$ cat src/rtl/dma_err_pkg.sv
package dma_err_pkg;

    localparam int CW          = 11;
    localparam int ALIGN_BITS  = 5;

    localparam int C_PTR_ALIGN = 0;
    localparam int C_PTR_RANGE = 1;
    localparam int C_SRC_TYPE  = 2;
    localparam int C_DST_TYPE  = 3;
    localparam int C_DST_BRIDGE= 4;
    localparam int C_DESC_PAR  = 5;
    localparam int C_REMAP     = 6;
    localparam int C_UNBACKED  = 7;
    localparam int C_PROT      = 8;
    localparam int C_DQ_PAR    = 9;
    localparam int C_POISON    = 10;

    typedef enum logic [1:0] {
        ST_IDLE  = 2'd0,
        ST_RUN   = 2'd1,
        ST_ABORT = 2'd2,
        ST_HALT  = 2'd3
    } ch_state_e;

endpackage

$ cat src/rtl/dma_err_addr_chk.sv
module dma_err_addr_chk #(
    parameter int AW     = 32,
    parameter int IO_AW  = 16,
    parameter bit IS_DST = 1'b0
) (
    input  logic [AW-1:0] addr,
    input  logic          is_io,
    input  logic [AW-1:0] mem_top,
    input  logic [AW-1:0] remap_limit,
    input  logic [AW-1:0] prot_lo,
    input  logic [AW-1:0] prot_hi,
    input  logic [AW-1:0] bridge_lo,
    input  logic [AW-1:0] bridge_hi,
    output logic          type_err,
    output logic          remap_err,
    output logic          unbacked_err,
    output logic          prot_err,
    output logic          bridge_err
);
    logic in_io_space;
    logic mem_side;
    logic in_bridge;

    always_comb begin
        in_io_space  = ~|addr[AW-1:IO_AW];
        mem_side     = ~is_io;
        type_err     = is_io ? ~in_io_space : in_io_space;
        remap_err    = mem_side && (addr > remap_limit);
        unbacked_err = mem_side && (addr >= mem_top);
        prot_err     = mem_side && (addr >= prot_lo) && (addr <= prot_hi);
        in_bridge    = (addr >= bridge_lo) && (addr <= bridge_hi);
        bridge_err   = IS_DST && mem_side && in_bridge;
    end
endmodule

$ cat src/rtl/dma_err_detect.sv
module dma_err_detect
    import dma_err_pkg::*;
#(
    parameter int AW    = 32,
    parameter int IO_AW = 16
) (
    input  logic          run,
    input  logic          desc_vld,
    input  logic [AW-1:0] desc_ptr,
    input  logic          desc_par_err,
    input  logic          xfer_vld,
    input  logic [AW-1:0] src_addr,
    input  logic          src_io,
    input  logic [AW-1:0] dst_addr,
    input  logic          dst_io,
    input  logic          dq_par_err,
    input  logic          poison_err,
    input  logic [AW-1:0] mem_top,
    input  logic [AW-1:0] remap_limit,
    input  logic [AW-1:0] prot_lo,
    input  logic [AW-1:0] prot_hi,
    input  logic [AW-1:0] bridge_lo,
    input  logic [AW-1:0] bridge_hi,
    output logic [CW-1:0] set_vec
);
    localparam int NPORT = 2;

    logic [NPORT-1:0][AW-1:0] chk_addr;
    logic [NPORT-1:0]         chk_io;
    logic [NPORT-1:0]         type_err, remap_err, unbacked_err, prot_err, bridge_err;
    logic [CW-1:0]            raw;

    assign chk_addr = {dst_addr, src_addr};
    assign chk_io   = {dst_io, src_io};

    for (genvar g = 0; g < NPORT; g++) begin : g_port
        dma_err_addr_chk #(
            .AW     (AW),
            .IO_AW  (IO_AW),
            .IS_DST (g == 1)
        ) u_chk (
            .addr         (chk_addr[g]),
            .is_io        (chk_io[g]),
            .mem_top      (mem_top),
            .remap_limit  (remap_limit),
            .prot_lo      (prot_lo),
            .prot_hi      (prot_hi),
            .bridge_lo    (bridge_lo),
            .bridge_hi    (bridge_hi),
            .type_err     (type_err[g]),
            .remap_err    (remap_err[g]),
            .unbacked_err (unbacked_err[g]),
            .prot_err     (prot_err[g]),
            .bridge_err   (bridge_err[g])
        );
    end

    always_comb begin
        raw               = '0;
        raw[C_PTR_ALIGN]  = desc_vld && (|desc_ptr[ALIGN_BITS-1:0]);
        raw[C_PTR_RANGE]  = desc_vld && (desc_ptr >= mem_top);
        raw[C_SRC_TYPE]   = xfer_vld && type_err[0];
        raw[C_DST_TYPE]   = xfer_vld && type_err[1];
        raw[C_DST_BRIDGE] = xfer_vld && (|bridge_err);
        raw[C_DESC_PAR]   = desc_par_err;
        raw[C_REMAP]      = xfer_vld && (|remap_err);
        raw[C_UNBACKED]   = xfer_vld && (|unbacked_err);
        raw[C_PROT]       = xfer_vld && (|prot_err);
        raw[C_DQ_PAR]     = dq_par_err;
        raw[C_POISON]     = poison_err;
        set_vec           = run ? raw : '0;
    end
endmodule

$ cat src/rtl/dma_err_cause.sv
module dma_err_cause
    import dma_err_pkg::*;
(
    input  logic          clk,
    input  logic          rst_n,
    input  logic [CW-1:0] set_vec,
    input  logic          clr_we,
    input  logic [CW-1:0] clr_mask,
    output logic [CW-1:0] cause
);
    logic [CW-1:0] clr_eff;

    assign clr_eff = clr_we ? clr_mask : '0;

    always_ff @(posedge clk or negedge rst_n) begin
        if (!rst_n) cause <= '0;
        else        cause <= (cause & ~clr_eff) | set_vec;
    end
endmodule

$ cat src/rtl/dma_err_fsm.sv
module dma_err_fsm
    import dma_err_pkg::*;
(
    input  logic clk,
    input  logic rst_n,
    input  logic start,
    input  logic xfer_done,
    input  logic any_err,
    input  logic cause_zero,
    output logic running,
    output logic abort,
    output logic halted
);
    ch_state_e state, state_nxt;

    always_ff @(posedge clk or negedge rst_n) begin
        if (!rst_n) state <= ST_IDLE;
        else        state <= state_nxt;
    end

    always_comb begin
        state_nxt = state;
        unique case (state)
            ST_IDLE:  if (start)          state_nxt = ST_RUN;
            ST_RUN:   if (any_err)        state_nxt = ST_ABORT;
                      else if (xfer_done) state_nxt = ST_IDLE;
            ST_ABORT:                     state_nxt = ST_HALT;
            ST_HALT:  if (cause_zero)     state_nxt = ST_IDLE;
            default:                      state_nxt = ST_IDLE;
        endcase
    end

    always_comb begin
        running = (state == ST_RUN);
        abort   = (state == ST_ABORT);
        halted  = (state == ST_HALT);
    end
endmodule

$ cat src/rtl/dma_err_monitor.sv
module dma_err_monitor
    import dma_err_pkg::*;
#(
    parameter int AW    = 32,
    parameter int IO_AW = 16
) (
    input  logic          clk,
    input  logic          rst_n,
    input  logic          start,
    input  logic          xfer_done,
    input  logic          desc_vld,
    input  logic [AW-1:0] desc_ptr,
    input  logic          desc_par_err,
    input  logic          xfer_vld,
    input  logic [AW-1:0] src_addr,
    input  logic          src_io,
    input  logic [AW-1:0] dst_addr,
    input  logic          dst_io,
    input  logic          dq_par_err,
    input  logic          poison_err,
    input  logic [AW-1:0] mem_top,
    input  logic [AW-1:0] remap_limit,
    input  logic [AW-1:0] prot_lo,
    input  logic [AW-1:0] prot_hi,
    input  logic [AW-1:0] bridge_lo,
    input  logic [AW-1:0] bridge_hi,
    input  logic [CW-1:0] irq_en,
    input  logic          clr_we,
    input  logic [CW-1:0] clr_mask,
    output logic [CW-1:0] cause,
    output logic          abort,
    output logic          halted,
    output logic          running,
    output logic          irq
);
    logic [CW-1:0] set_vec;

    dma_err_detect #(.AW(AW), .IO_AW(IO_AW)) u_detect (
        .run          (running),
        .desc_vld     (desc_vld),
        .desc_ptr     (desc_ptr),
        .desc_par_err (desc_par_err),
        .xfer_vld     (xfer_vld),
        .src_addr     (src_addr),
        .src_io       (src_io),
        .dst_addr     (dst_addr),
        .dst_io       (dst_io),
        .dq_par_err   (dq_par_err),
        .poison_err   (poison_err),
        .mem_top      (mem_top),
        .remap_limit  (remap_limit),
        .prot_lo      (prot_lo),
        .prot_hi      (prot_hi),
        .bridge_lo    (bridge_lo),
        .bridge_hi    (bridge_hi),
        .set_vec      (set_vec)
    );

    dma_err_cause u_cause (
        .clk      (clk),
        .rst_n    (rst_n),
        .set_vec  (set_vec),
        .clr_we   (clr_we),
        .clr_mask (clr_mask),
        .cause    (cause)
    );

    dma_err_fsm u_fsm (
        .clk        (clk),
        .rst_n      (rst_n),
        .start      (start),
        .xfer_done  (xfer_done),
        .any_err    (|set_vec),
        .cause_zero (cause == '0),
        .running    (running),
        .abort      (abort),
        .halted     (halted)
    );

    assign irq = |(cause & irq_en);
endmodule

$ cat config.mk
export PLATFORM = sky130hd
export DESIGN_NAME = dma_err_monitor
export DESIGN_NICKNAME = d
export VERILOG_FILES = /design/src/rtl/dma_err_pkg.sv /design/src/rtl/dma_err_addr_chk.sv /design/src/rtl/dma_err_detect.sv /design/src/rtl/dma_err_cause.sv /design/src/rtl/dma_err_fsm.sv /design/src/rtl/dma_err_monitor.sv
export SDC_FILE = /design/constraint.sdc
export NUM_CORES = 1
export LEC_CHECK = 0
export BUFFER_PORTS_ARGS = -buffer_cell sky130_fd_sc_hd__buf_2
export CORE_MARGIN = 2
export CORE_UTILIZATION = 35
export DETAILED_ROUTE_END_ITERATION = 7
export PLACE_DENSITY = 0.68
export SYNTH_ARGS = -nofsm -noshare
export SYNTH_HDL_FRONTEND = slang
export SYNTH_SLANG_ARGS = --single-unit
$ cat constraint.sdc
create_clock -name clk -period 2 [get_ports clk]
set_input_delay 0.6 -clock clk [delete_from_list [all_inputs] [get_ports clk]]
set_output_delay 0.6 -clock clk [all_outputs]
set_load 0.01 [all_outputs]
## After elaboration in Yosys (flattened, before gate mapping)

Cells that the tools add are included.

- Bits in registers: 13
- Input port bits: 322
- Output and inout port bits: 15

- Magnitude comparators: 11
- Equality and inequality tests: 6
- Muxes and demuxes: 9
- Bitwise gates (word level): 6
- Reduce and logical (&&, ||, !) cells: 31

Operators by type and width:

| kind | number |
|---|---|
| 32-bit greater-or-equal comparator | 6 |
| 32-bit <= comparator | 3 |
| 32-bit > comparator | 2 |
| 16-bit OR reduction | 2 |
| 11-bit AND | 2 |
| 11-bit two-way mux | 2 |
| 11-bit OR reduction | 2 |
| 1-bit logical AND | 18 |
| 11-bit logical NOT | 1 |
| 11-bit inverter | 1 |
| 11-bit bitwise OR | 1 |
| 2-bit two-way mux | 4 |
| 2-bit case mux with 4 select lines | 1 |
| 2-bit OR reduction | 3 |
| 5-bit OR reduction | 1 |
| 2-bit equality test (second input constant) | 2 |
| 3-bit by 2-bit inequality test with 1-bit output (second input constant) | 1 |
| 3-bit AND reduction | 1 |
| 2-bit by 1-bit equality test with 1-bit output (second input constant) | 1 |
| 1-bit logical NOT | 2 |
| 2-bit logical NOT | 1 |
| 1-bit two-way mux | 2 |
| 2-bit by 1-bit inequality test with 1-bit output (second input constant) | 1 |
| 2-bit inequality test (second input constant) | 1 |
| 1-bit inverter | 2 |

## Depth between registers and ports, before layout

Gate-level depths: netlist of the first run.

- Word-level depth: 9
- Mapped depth: 11
- Depth with buffers taken out: 11

## Modules after synthesis

Synthesis of the first run repeated with hierarchy kept, for this count alone.

- Cell total of the unflattened synthesis: 1314
- Area, all modules: 9591.7 µm²

By module, submodules not included:

| module | times used | cells an instance | area each (µm²) | sequential area each (µm²) |
|---|---|---|---|---|
| dma_err_addr_chk at u_detect.g_port[1].u_chk | 1 | 673 | 4820.9 | 0.0 |
| dma_err_addr_chk at u_detect.g_port[0].u_chk | 1 | 455 | 3258.1 | 0.0 |
| dma_err_detect | 1 | 127 | 880.8 | 0.0 |
| dma_err_cause | 1 | 34 | 410.4 | 275.3 |
| dma_err_monitor | 1 | 14 | 113.9 | 0.0 |
| dma_err_fsm | 1 | 11 | 107.6 | 50.0 |

## Worst setup path before layout of the first run

Ideal clock, no wire load.

- Path type: input-to-reg
- From: in dst_addr[0]
- To: reg u_fsm.state[0]
- Setup time: 103 ps
- Data arrival time: 2564 ps
- Required time: 1897 ps
- Path slack: -668 ps
- Cell stages on the path: 10
- Buffers on the path: 0
- Cells stage by stage: inv_1 -> ha_1 -> nand2b_1 -> a2111oi_0 -> o311ai_1 -> a2111o_1 -> a21oi_1 -> a211oi_1 -> nand4bb_1 -> o41ai_2

- Cells in the longest elaborated chain, start to end: 9
- Elaborated cells between the ends (all ways): 25

RTL lines:

| what | RTL line | source |
|---|---|---|
| start: declaration | dma_err_monitor.sv:17 | `input logic [AW-1:0] dst_addr,` |
| 32-bit greater-or-equal comparator | dma_err_addr_chk.sv:30 | `prot_err = mem_side && (addr >= prot_lo) && (addr <= prot_hi);` |
| 1-bit logical AND (2 in series) | dma_err_addr_chk.sv:30 |  |
| 2-bit OR reduction | dma_err_detect.sv:68 | `raw[C_PROT] = xfer_vld && (\|prot_err);` |
| 1-bit logical AND | dma_err_detect.sv:68 |  |
| 11-bit two-way mux * | dma_err_detect.sv:71 | `set_vec = run ? raw : '0;` |
| 11-bit OR reduction * | dma_err_monitor.sv:73 | `.any_err (\|set_vec),` |
| 2-bit two-way mux / 3-bit by 2-bit inequality test with 1-bit output (equally long branches) | - |  |
| 2-bit case mux with 4 select lines / 3-bit AND reduction (equally long branches) | - |  |
| end signal: assignment | dma_err_fsm.sv:18 | `else state <= state_nxt;` |
| end: declaration | dma_err_fsm.sv:14 | `ch_state_e state, state_nxt;` |

Every way passes the cells marked *; elsewhere a longest branch is shown, timed or not.
A chain may end at the register's enable or synchronous reset.

## Worst setup path in the final report of the first run

- From: in dst_addr[5]
- To: reg u_fsm.state[0]

Same word-level chain as after synthesis.

==> run_results.csv, run 1 <==
group,metric,value,unit
floorplanning,die-height,164,µm
clock_tree,cts_tree,"done",
global_route,grt_use_met3,0.0256,
final_layout,layout_commonest_cell,"ha_1",
timing,setup_slack,-0.721,ns
timing,clock-skew-final,0.00245,ns
synthesis,syn_inst,1167,
floorplanning,die_width,164,µm
global_route,top_usage_layer,"met2",
detailed_routing,postRouteAntennaNets,0,
clock_tree,insertion_delay,0.24,ns
timing,fmax,0.368,GHz
floorplanning,die_area,26700,µm²
floorplanning,rows,58,
placement,place_inst,2121,
clock_tree,cts-root-buf,"clkbuf_16",
detailed_routing,viasPerCell,5.29,
global_route,grt_use_met1,0.329,
final_layout,layout_common_cells,"ha_1, buf_2, buf_4, inv_1, a21oi_1",
setup_path,crit_chain,"buf_2 > buf_4 > ha_1 > a21o_1 > nand3_1 > a211oi_1 > or4b_4 > a31oi_1 > o21ai_1 > nor2_1 > nand4bb_1 > o41ai_2",
clock_tree,cts.clk_slew.worst_paths,0.05,ns
global_route,grt_pass1_vias,11400,
detailed_routing,first_pass_iters,5,
setup_path,worstSetupStartpointType,"input pin",
pwr,ir_drop,0.301,mV
status,outcome,"finished with violations",
timing,relSlewSlack,0.638,
synthesis,netlist_area,8910,µm²
detailed_routing,drc,0,
timing,period_minus_slack,2.72,ns
placement,dp_hpwl,33100,µm
synthesis,yosysWarnings,0,
status,violations,"negative setup slack",
job,drv_cap,0,
detailed_routing,drtIter0Drc,565,
floorplanning,core_area,25100,µm²
synthesis,ys.flop_type,"dfrtp_1",
final_layout,area_growth,60.6,%
timing,maxSlewViolCount,0,
synthesis,synthArstFlopShare,1.00,
floorplanning,start_util,0.355,
timing,fin_crit_sh,1.36,
final_layout,nets,2480,
pwr,p_leak,8.04,nW
placement,io_buffers,336,
timing,finalSetupViolCount,7,
setup_path,cpPeakStageDelay,0.55,ns
timing,worstMarginPinSlew,0.540,ns
global_route,grt_use_met2,0.483,
global_route,grt_usage,0.266,
floorplanning,io_pins,337,
pwr,p_total,0.00447,W
placement,placed_cell_area,13400,µm²
synthesis,ys_seq_area_frac,0.0365,
final_layout,drive_gt1_frac,0.413,
final_layout,fin_area,14300,µm²
synthesis,syn-num-nets,1841,
setup_path,cp.required,2.14,ns
setup_path,cp_max_fo,5,
clock_tree,clk_path_buf_depth,2,
timing,rsz0062_at_grt,"true",
setup_path,critPathCaptureType,"register",
setup_path,critPathArrivalTime,2.86,ns
clock_tree,numCtsBuffers,3,
timing,setup_tns,-3.88,ns
synthesis,yosys_register_bits,13,
final_layout,finalNonFillerCells,2137,
synthesis,synth_cell_type_count,53,
global_route,grt_start_max_net_pins,14,
synthesis,syn_area_per_cell,7.63,µm²
detailed_routing,vias,11300,
pwr,power_density,312,nW/µm²
synthesis,synth_edf_count,0,
placement,routabilityCongestion,0.915,
setup_path,critPathKind,"input pin to register",
setup_path,path_delay_family,"simple AND/OR/NAND/NOR gates",
setup_path,critPathSlowestCell,"or4b_4",
timing,hold_viol,0,
global_route,grt_overflow,0,
detailed_routing,wl_per_cell,17.6,µm
detailed_routing,wl,37700,µm
worst_hold_path,hp-class,"input pin to async pin",
clock_tree,clkSinkCount,13,
global_route,antenna_found_initial,2,
clock_tree,h-tree-depth,1,
final_layout,fill_cells,2330,
global_route,grt_pass1_wl,56400,µm
setup_path,crit_buf_inv,2,
[final cells by class]
type,count,area [µm²],share of cell area
tap,330,413,0.0288
multi-input combinational,954,8600,0.601
inverter,196,777,0.0543
antenna,2,5.00,0.000350
timing repair buffer,638,4110,0.287
sequential,13,325,0.0227
clock buffer,4,78.8,0.00551
[routing by layer]
metal | vias up | wire (µm)
li1 | 5638 | -
met1 | 5202 | 16200
met2 | 368 | 18100
met3 | 85 | 2090
met4 | 2 | 1300
met5 | - | 7
[worst register-to-register path: cells and delay by family, from the launching register on]
family                 cells  cell delay, ns
AOI/OAI and AO/OA          3            0.58
buffers and inverters      1            0.22
DFF                        1            0.40
and+or+nand+nor            6            0.95
[metrics by stage]
step	setup slack (ns)	utilization	hold WS [ns]
after floorplan	-0.581	-	0.304
after global placement	-1.38	0.532	0.500
after detailed placement	-1.44	0.532	0.508
after CTS	-0.767	0.556	0.253
after global routing	-0.861	0.570	0.265
final	-0.721	0.570	0.242
[power by group]
part | total (W) | switching [W] | internal, W | leakage (nW)
combinational | 0.00360 | 0.00181 | 0.00180 | 7.83
sequential | 0.000487 | 0.000123 | 0.000364 | 0.165
clock | 0.000378 | 0.000109 | 0.000269 | 0.0382
total | 0.00447 | 0.00204 | 0.00243 | 8.04
[worst paths after layout]
check	slack, ns	depth (start not counted)	end	from
max	-0.72	12	u_fsm.state[0]	dst_addr[5]
min	0.24	1	u_cause.cause[3]	rst_n
max reg2reg	-0.25	10	u_fsm.state[0]	u_fsm.state[0]
min reg2reg	0.55	2	u_cause.cause[8]	u_cause.cause[8]
max in group asynchronous	1.53	1	u_cause.cause[9]	rst_n
min in group clk	0.55	2	u_cause.cause[8]	u_cause.cause[8]
[kinds of logic (layout without fill, tap and decap cells)]
family                     count (synthesis)  after routing  share of synthesized area
adders and majority gates                352            352                      0.494
and+or+nand+nor                          307            307                      0.176
AOI/OAI and AO/OA                        295            295                      0.209
buffers and inverters                    200            838                     0.0845
DFF                                       13             13                     0.0365
other                                      0              2                          0
[cells in the mapped netlist (6+ instances only)]
library cell  count  share of area
a31oi_1           6         0.0042
a21oi_1         121          0.068
ha_1            352           0.49
nand3_1          33          0.019
nand2_1          93          0.039
nor3_1           17         0.0095
a2111oi_0        13          0.013
o211ai_1          6         0.0051
nor4_1           23          0.016
nor2_1           42          0.018
nand2b_1          7         0.0049
o21ai_0          49          0.028
a211oi_1         14          0.012
dfrtp_1          13          0.037
inv_1           196          0.083
nand4_1          62          0.044
nor2b_1           9         0.0063
a221o_1           6         0.0067
a21o_1           32          0.027
[repair_timing]
item                       in CTS  in global routing
buffers inserted                8                  5
pin swaps                      33                 25
resized for setup              89                 61
setup endpoints to repair      10                 10
hold buffers                    0                  0
[sequential cells by signal, indices dropped and copies added (netlist names), named ones only]
name	cells
u_fsm.state	1
u_cause.cause	11
(Power assumes the default switching activity.)
==> run 2: changes to the inputs <==
- CORE_UTILIZATION: 35 -> 45
- PLACE_DENSITY: 0.68 -> 0.82
==> run_results.csv, run 2 (synthesis gave the netlist of run 1 again) <==
group,metric,value,unit
pwr,ir_drop,0.295,mV
final_layout,area_growth,64.1,%
clock_tree,clkSinkCount,13,
final_layout,fin_area,14600,µm²
global_route,grt_pass1_vias,12300,
timing,rsz0062_at_grt,"true",
detailed_routing,wl,43000,µm
detailed_routing,dr_wl_met2,20200,µm
final_layout,fill_cells,1303,
setup_path,crit_start,"prot_lo[1]",
timing,setup_slack,-1.17,ns
floorplanning,core_area,19500,µm²
placement,io_buffers,336,
detailed_routing,wl_met3,3650,µm
global_route,grt_start_max_net_pins,14,
global_route,grt_overflow,0,
setup_path,cp_common_cell,"buf_4",
clock_tree,numCtsBuffers,3,
final_layout,drive_gt1_frac,0.431,
detailed_routing,first_pass_iters,7,
setup_path,cpPeakStageDelay,0.42,ns
timing,period_minus_slack,3.17,ns
pwr,pwr-share-seq,0.100,
timing,maxSlewViolCount,0,
pwr,pwr-share-comb,0.821,
floorplanning,die_area,20900,µm²
clock_tree,h-tree-depth,1,
clock_tree,cts-root-buf,"clkbuf_16",
clock_tree,insertion_delay,0.24,ns
detailed_routing,vias,12200,
setup_path,r2r_start,"u_fsm.state[0]",
pwr,p_clk_frac,0.080,
global_route,grt_usage,0.370,
final_layout,post-route-util,0.751,
setup_path,cp_max_fo,2,
timing,fmax,0.315,GHz
pwr,p_int,0.00256,W
final_layout,largest-register,"u_cause.cause",
setup_path,critPathArrivalTime,3.31,ns
setup_path,crit_chain,"buf_2 > inv_1 > ha_4 > a2111oi_4 > nor3_1 > nor4_2 > buf_4 > o311a_1 > o221ai_2 > a32oi_2 > nand4bb_1 > buf_4 > a21o_1",
final_layout,layout_common_cells,"buf_2, ha_1, buf_4, inv_1, a21oi_1",
setup_path,crit_buf_inv,4,
detailed_routing,postRouteAntennaNets,0,
placement,routabilityCongestion,1.01,
final_layout,finalNonFillerCells,2055,
floorplanning,io_pins,337,
detailed_routing,viasPerCell,5.96,
timing,finalSetupViolCount,8,
detailed_routing,drtIter0Drc,840,
final_layout,nets,2462,
detailed_routing,route.top_layer_used,"met5",
floorplanning,start_util,0.458,
clock_tree,cts.clk_slew.worst_paths,0.05,ns
setup_path,critPathCaptureType,"register",
setup_path,critPathSlowestCell,"nor4_2",
floorplanning,die-height,145,µm
placement,placed_cell_area,13000,µm²
pwr,power_density,328,nW/µm²
timing,worstMarginPinSlew,0.707,ns
clock_tree,cts_tree,"done",
final_layout,largest_reg_flops,11,
status,violations,"negative setup slack",
timing,fin_crit_sh,1.59,
setup_path,worstSetupStartpointType,"input pin",
floorplanning,rows,51,
placement,place_inst,2021,
final_layout,reg_top3,"u_cause.cause x11, u_fsm.state x1",
detailed_routing,wl_met1,15500,µm
placement,dp_hpwl,32800,µm
job,drv_cap,0,
setup_path,reg2reg_slack,-0.35,ns
setup_path,critPathKind,"input pin to register",
worst_hold_path,hp-class,"input pin to async pin",
pwr,switching_share,0.466,
setup_path,path_depth,13,
final_layout,layout_commonest_cell,"buf_2",
timing,relSlewSlack,0.525,
timing,hold_viol,0,
pwr,p_leak,8.00,nW
clock_tree,clk_path_buf_depth,2,
clock_tree,ctsHoldBuffers,0,
detailed_routing,wl_per_cell,20.9,µm
detailed_routing,drc,0,
global_route,grt_pass1_wl,60400,µm
pwr,switchingPower,0.00224,W
status,outcome,"finished with violations",
setup_path,path_delay_family,"compound AO/OA/AOI/OAI gates",
setup_path,cp.required,2.13,ns
timing,clock-skew-final,0.00168,ns
floorplanning,die_width,145,µm
setup_path,reg2reg_depth,11,
global_route,antenna_found_initial,4,
## run 2: cell count changes in the layout (fill, tap and decap cells not counted), moves of 4 or more
cell / change
a211oi_2: +4
ha_1: -24
a211oi_1: -4
buf_6: +31
buf_4: -37
a21oi_1: -8
a21oi_2: +7
buf_2: -15
inv_2: +7
ha_4: +24
inv_1: -6
## run 2: final cells by class
| cell class | count | area, µm² | share of cell area |
|---|---|---|---|
| multi-input combinational | 954 | 8950 | 0.612 |
| timing repair buffer | 620 | 4160 | 0.284 |
| inverter | 196 | 772 | 0.0528 |
| tap | 265 | 332 | 0.0227 |
| sequential | 13 | 325 | 0.0222 |
| clock buffer | 4 | 78.8 | 0.00539 |
| antenna | 3 | 7.51 | 0.000513 |
## run 2: through the flow
| step | setup TNS, ns | total power, W | hold WS (ns) | setup WS (ns) |
|---|---|---|---|---|
| detailed placement | -7.60 | 0.00372 | 0.499 | -1.34 |
| floorplan | -2.23 | 0.00203 | 0.304 | -0.581 |
| global placement | -7.48 | 0.00359 | 0.491 | -1.27 |
| CTS | -3.68 | 0.00442 | 0.247 | -0.852 |
| finish | -5.08 | 0.00479 | 0.238 | -1.17 |
| global route | -5.54 | 0.00512 | 0.256 | -1.23 |
## run 2: layer usage
| metal | track usage | vias up |
|---|---|---|
| met4 | 0.234 | 2 |
| met3 | 0.0599 | 305 |
| li1 | - | 5612 |
| met1 | 0.404 | 5547 |
| met5 | 0 | - |
| met2 | 0.667 | 783 |
## run 2: power groups by stage
stage / Combinational, W / Clock, W / Sequential (W)
2_1_floorplan: 0.00153 / 0 / 0.000503
5_1_grt: 0.00424 / 0.000395 / 0.000490
3_5_place_dp: 0.00324 / 0 / 0.000474
3_3_place_gp: 0.00312 / 0 / 0.000468
4_1_cts: 0.00356 / 0.000380 / 0.000476
6_report: 0.00393 / 0.000381 / 0.000479
## run 2: how the worst min path moves through the flow
stage                             end  slack, ns  depth (start not counted)
finish              u_cause.cause[10]       0.24                          1
global route        u_cause.cause[10]       0.26                          1
CTS                 u_cause.cause[10]       0.25                          1
detailed placement  u_cause.cause[10]       0.50                          1
global placement    u_cause.cause[10]       0.49                          1
floorplan                   async pin       0.30                          0
## run 2: what timing repair did
action	CTS	global route
resized for setup	178	68
buffers inserted	19	16
endpoints found under the setup margin	9	10
pin swaps	68	39
==> run 3: changes to the inputs <==
- SETUP_SLACK_MARGIN: default -> 0.05
==> run_results.csv, run 3 (synthesis gave the netlist of run 1 again) <==
group,metric,value,unit
placement,io_buffers,336,
floorplanning,core_area,19500,µm²
timing,relSlewSlack,0.512,
final_layout,nets,2465,
pwr,power_density,327,nW/µm²
timing,whs,0.241,ns
setup_path,critPathCaptureType,"register",
clock_tree,numCtsBuffers,3,
global_route,grt_pass1_wl,60800,µm
detailed_routing,viasPerCell,5.96,
final_layout,finalNonFillerCells,2059,
timing,clock-skew-final,0.00148,ns
detailed_routing,wl_per_cell,20.8,µm
clock_tree,clk_path_buf_depth,2,
detailed_routing,first_pass_iters,5,
detailed_routing,vias,12300,
timing,maxSlewViolCount,0,
placement,routabilityCongestion,1.01,
detailed_routing,wl,42900,µm
timing,hold_viol,0,
final_layout,fill_cells,1325,
timing,finalSetupViolCount,7,
clock_tree,cts_tree,"done",
timing,rsz0062_at_grt,"true",
clock_tree,ctsHoldBuffers,0,
timing,setup_slack,-1.23,ns
floorplanning,io_pins,337,
timing,period_minus_slack,3.23,ns
placement,dp_hpwl,32800,µm
clock_tree,clkSinkCount,13,
global_route,grt_start_max_net_pins,14,
floorplanning,die_area,20900,µm²
status,violations,"negative setup slack",
final_layout,area.sequential,325,µm²
setup_path,cp_max_fo,2,
setup_path,reg2reg_depth,11,
global_route,antenna_found_initial,4,
global_route,grt_usage,0.375,
setup_path,worstSetupStartpointType,"input pin",
detailed_routing,postRouteAntennaNets,0,
final_layout,post-route-util,0.749,
timing,fmax,0.309,GHz
setup_path,cp.required,2.13,ns
final_layout,area_growth,63.6,%
job,drv_cap,0,
pwr,ir_drop,0.290,mV
final_layout,layout_commonest_cell,"ha_1",
clock_tree,insertion_delay,0.24,ns
worst_hold_path,hp-class,"input pin to async pin",
floorplanning,die-height,145,µm
final_layout,largest_reg_flops,11,
final_layout,layout_common_cells,"ha_1, buf_2, buf_4, inv_1, a21oi_1",
placement,place_inst,2021,
pwr,p_leak,8.01,nW
setup_path,critPathKind,"input pin to register",
clock_tree,cts-root-buf,"clkbuf_16",
final_layout,largest-register,"u_cause.cause",
setup_path,reg2reg_slack,-0.38,ns
timing,fin_crit_sh,1.62,
floorplanning,die_width,145,µm
final_layout,reg_top3,"u_cause.cause x11, u_fsm.state x1",
final_layout,multi_input_area,8880,µm²
status,outcome,"finished with violations",
floorplanning,start_util,0.458,
setup_path,critPathArrivalTime,3.36,ns
global_route,grt_pass1_vias,12300,
clock_tree,cts.clk_slew.worst_paths,0.04,ns
final_layout,drive_gt1_frac,0.425,
detailed_routing,drtIter0Drc,826,
global_route,grt_overflow,0,
detailed_routing,drc,0,
timing,worstMarginPinSlew,0.727,ns
clock_tree,h-tree-depth,1,
setup_path,r2r_start,"u_fsm.state[0]",
floorplanning,rows,51,
run 3: changes by cell type in the layout (fill, tap and decap cells not counted), sizes merged:
cell    before  now
diode        3    4
clkinv       1    0
buf        620  623
inv        194  195
run 3: report_power, final:
group	total (W)	internal, W	switching (W)
combinational	0.00392	0.00192	0.00200
clock	0.000376	0.000269	0.000107
sequential	0.000475	0.000364	0.000112
total	0.00477	0.00255	0.00222
run 3: per-stage QoR:
| step | area (µm²) | setup TNS (ns) | total power [W] | setup WS (ns) |
|---|---|---|---|---|
| floorplan | 9060 | -2.23 | 0.00203 | -0.581 |
| global placement | 13000 | -7.48 | 0.00359 | -1.27 |
| detailed placement | 13000 | -7.60 | 0.00372 | -1.34 |
| CTS | 14200 | -3.70 | 0.00443 | -0.852 |
| global route | 14600 | -5.94 | 0.00509 | -1.31 |
| finish | 14600 | -5.48 | 0.00477 | -1.23 |
run 3: final cells by class:
type	instances	share of cell area
multi-input combinational	954	0.610
timing repair buffer	623	0.286
inverter	196	0.0530
tap	265	0.0228
sequential	13	0.0223
clock buffer	4	0.00541
antenna	4	0.000687
run 3: critical path, cell delays in order:
cell and delay [ns]:
buf_2 0.16, ha_4 0.22, nand2b_4 0.14, a2111oi_4 0.28
nor3_1 0.19, nor4_2 0.54, buf_4 0.23, o311a_1 0.19
o221ai_2 0.09, a32oi_2 0.22, nand4bb_1 0.19, buf_4 0.17
a21o_1 0.14
run 3: worst max path at each step:
| stage | from | endpoint | slack, ns |
|---|---|---|---|
| floorplan | dst_addr[0] | u_fsm.state[0] | -0.58 |
| global placement | dst_addr[14] | u_fsm.state[0] | -1.27 |
| detailed placement | dst_addr[14] | u_fsm.state[0] | -1.34 |
| CTS | mem_top[0] | u_fsm.state[0] | -0.85 |
| global route | prot_lo[6] | register | -1.31 |
| finish | prot_lo[0] | register | -1.23 |
run 3: routing by layer:
layer / vias up / GRT usage / share of wire / wire (µm)
met3: 272 / 0.0573 / 0.084 / 3600
met2: 797 / 0.672 / 0.47 / 20100
met1: 5592 / 0.412 / 0.37 / 15700
li1: 5614 / - / - / -
met4: 2 / 0.240 / 0.082 / 3500
met5: - / 0 / 0.00030 / 13
run 3: what timing repair did:
item | in CTS | in global routing
setup buffers | 19 | 17
pin swaps | 66 | 38
endpoints found under the hold margin | 0 | 0
resized for setup | 175 | 57
setup endpoints to repair | 10 | 10
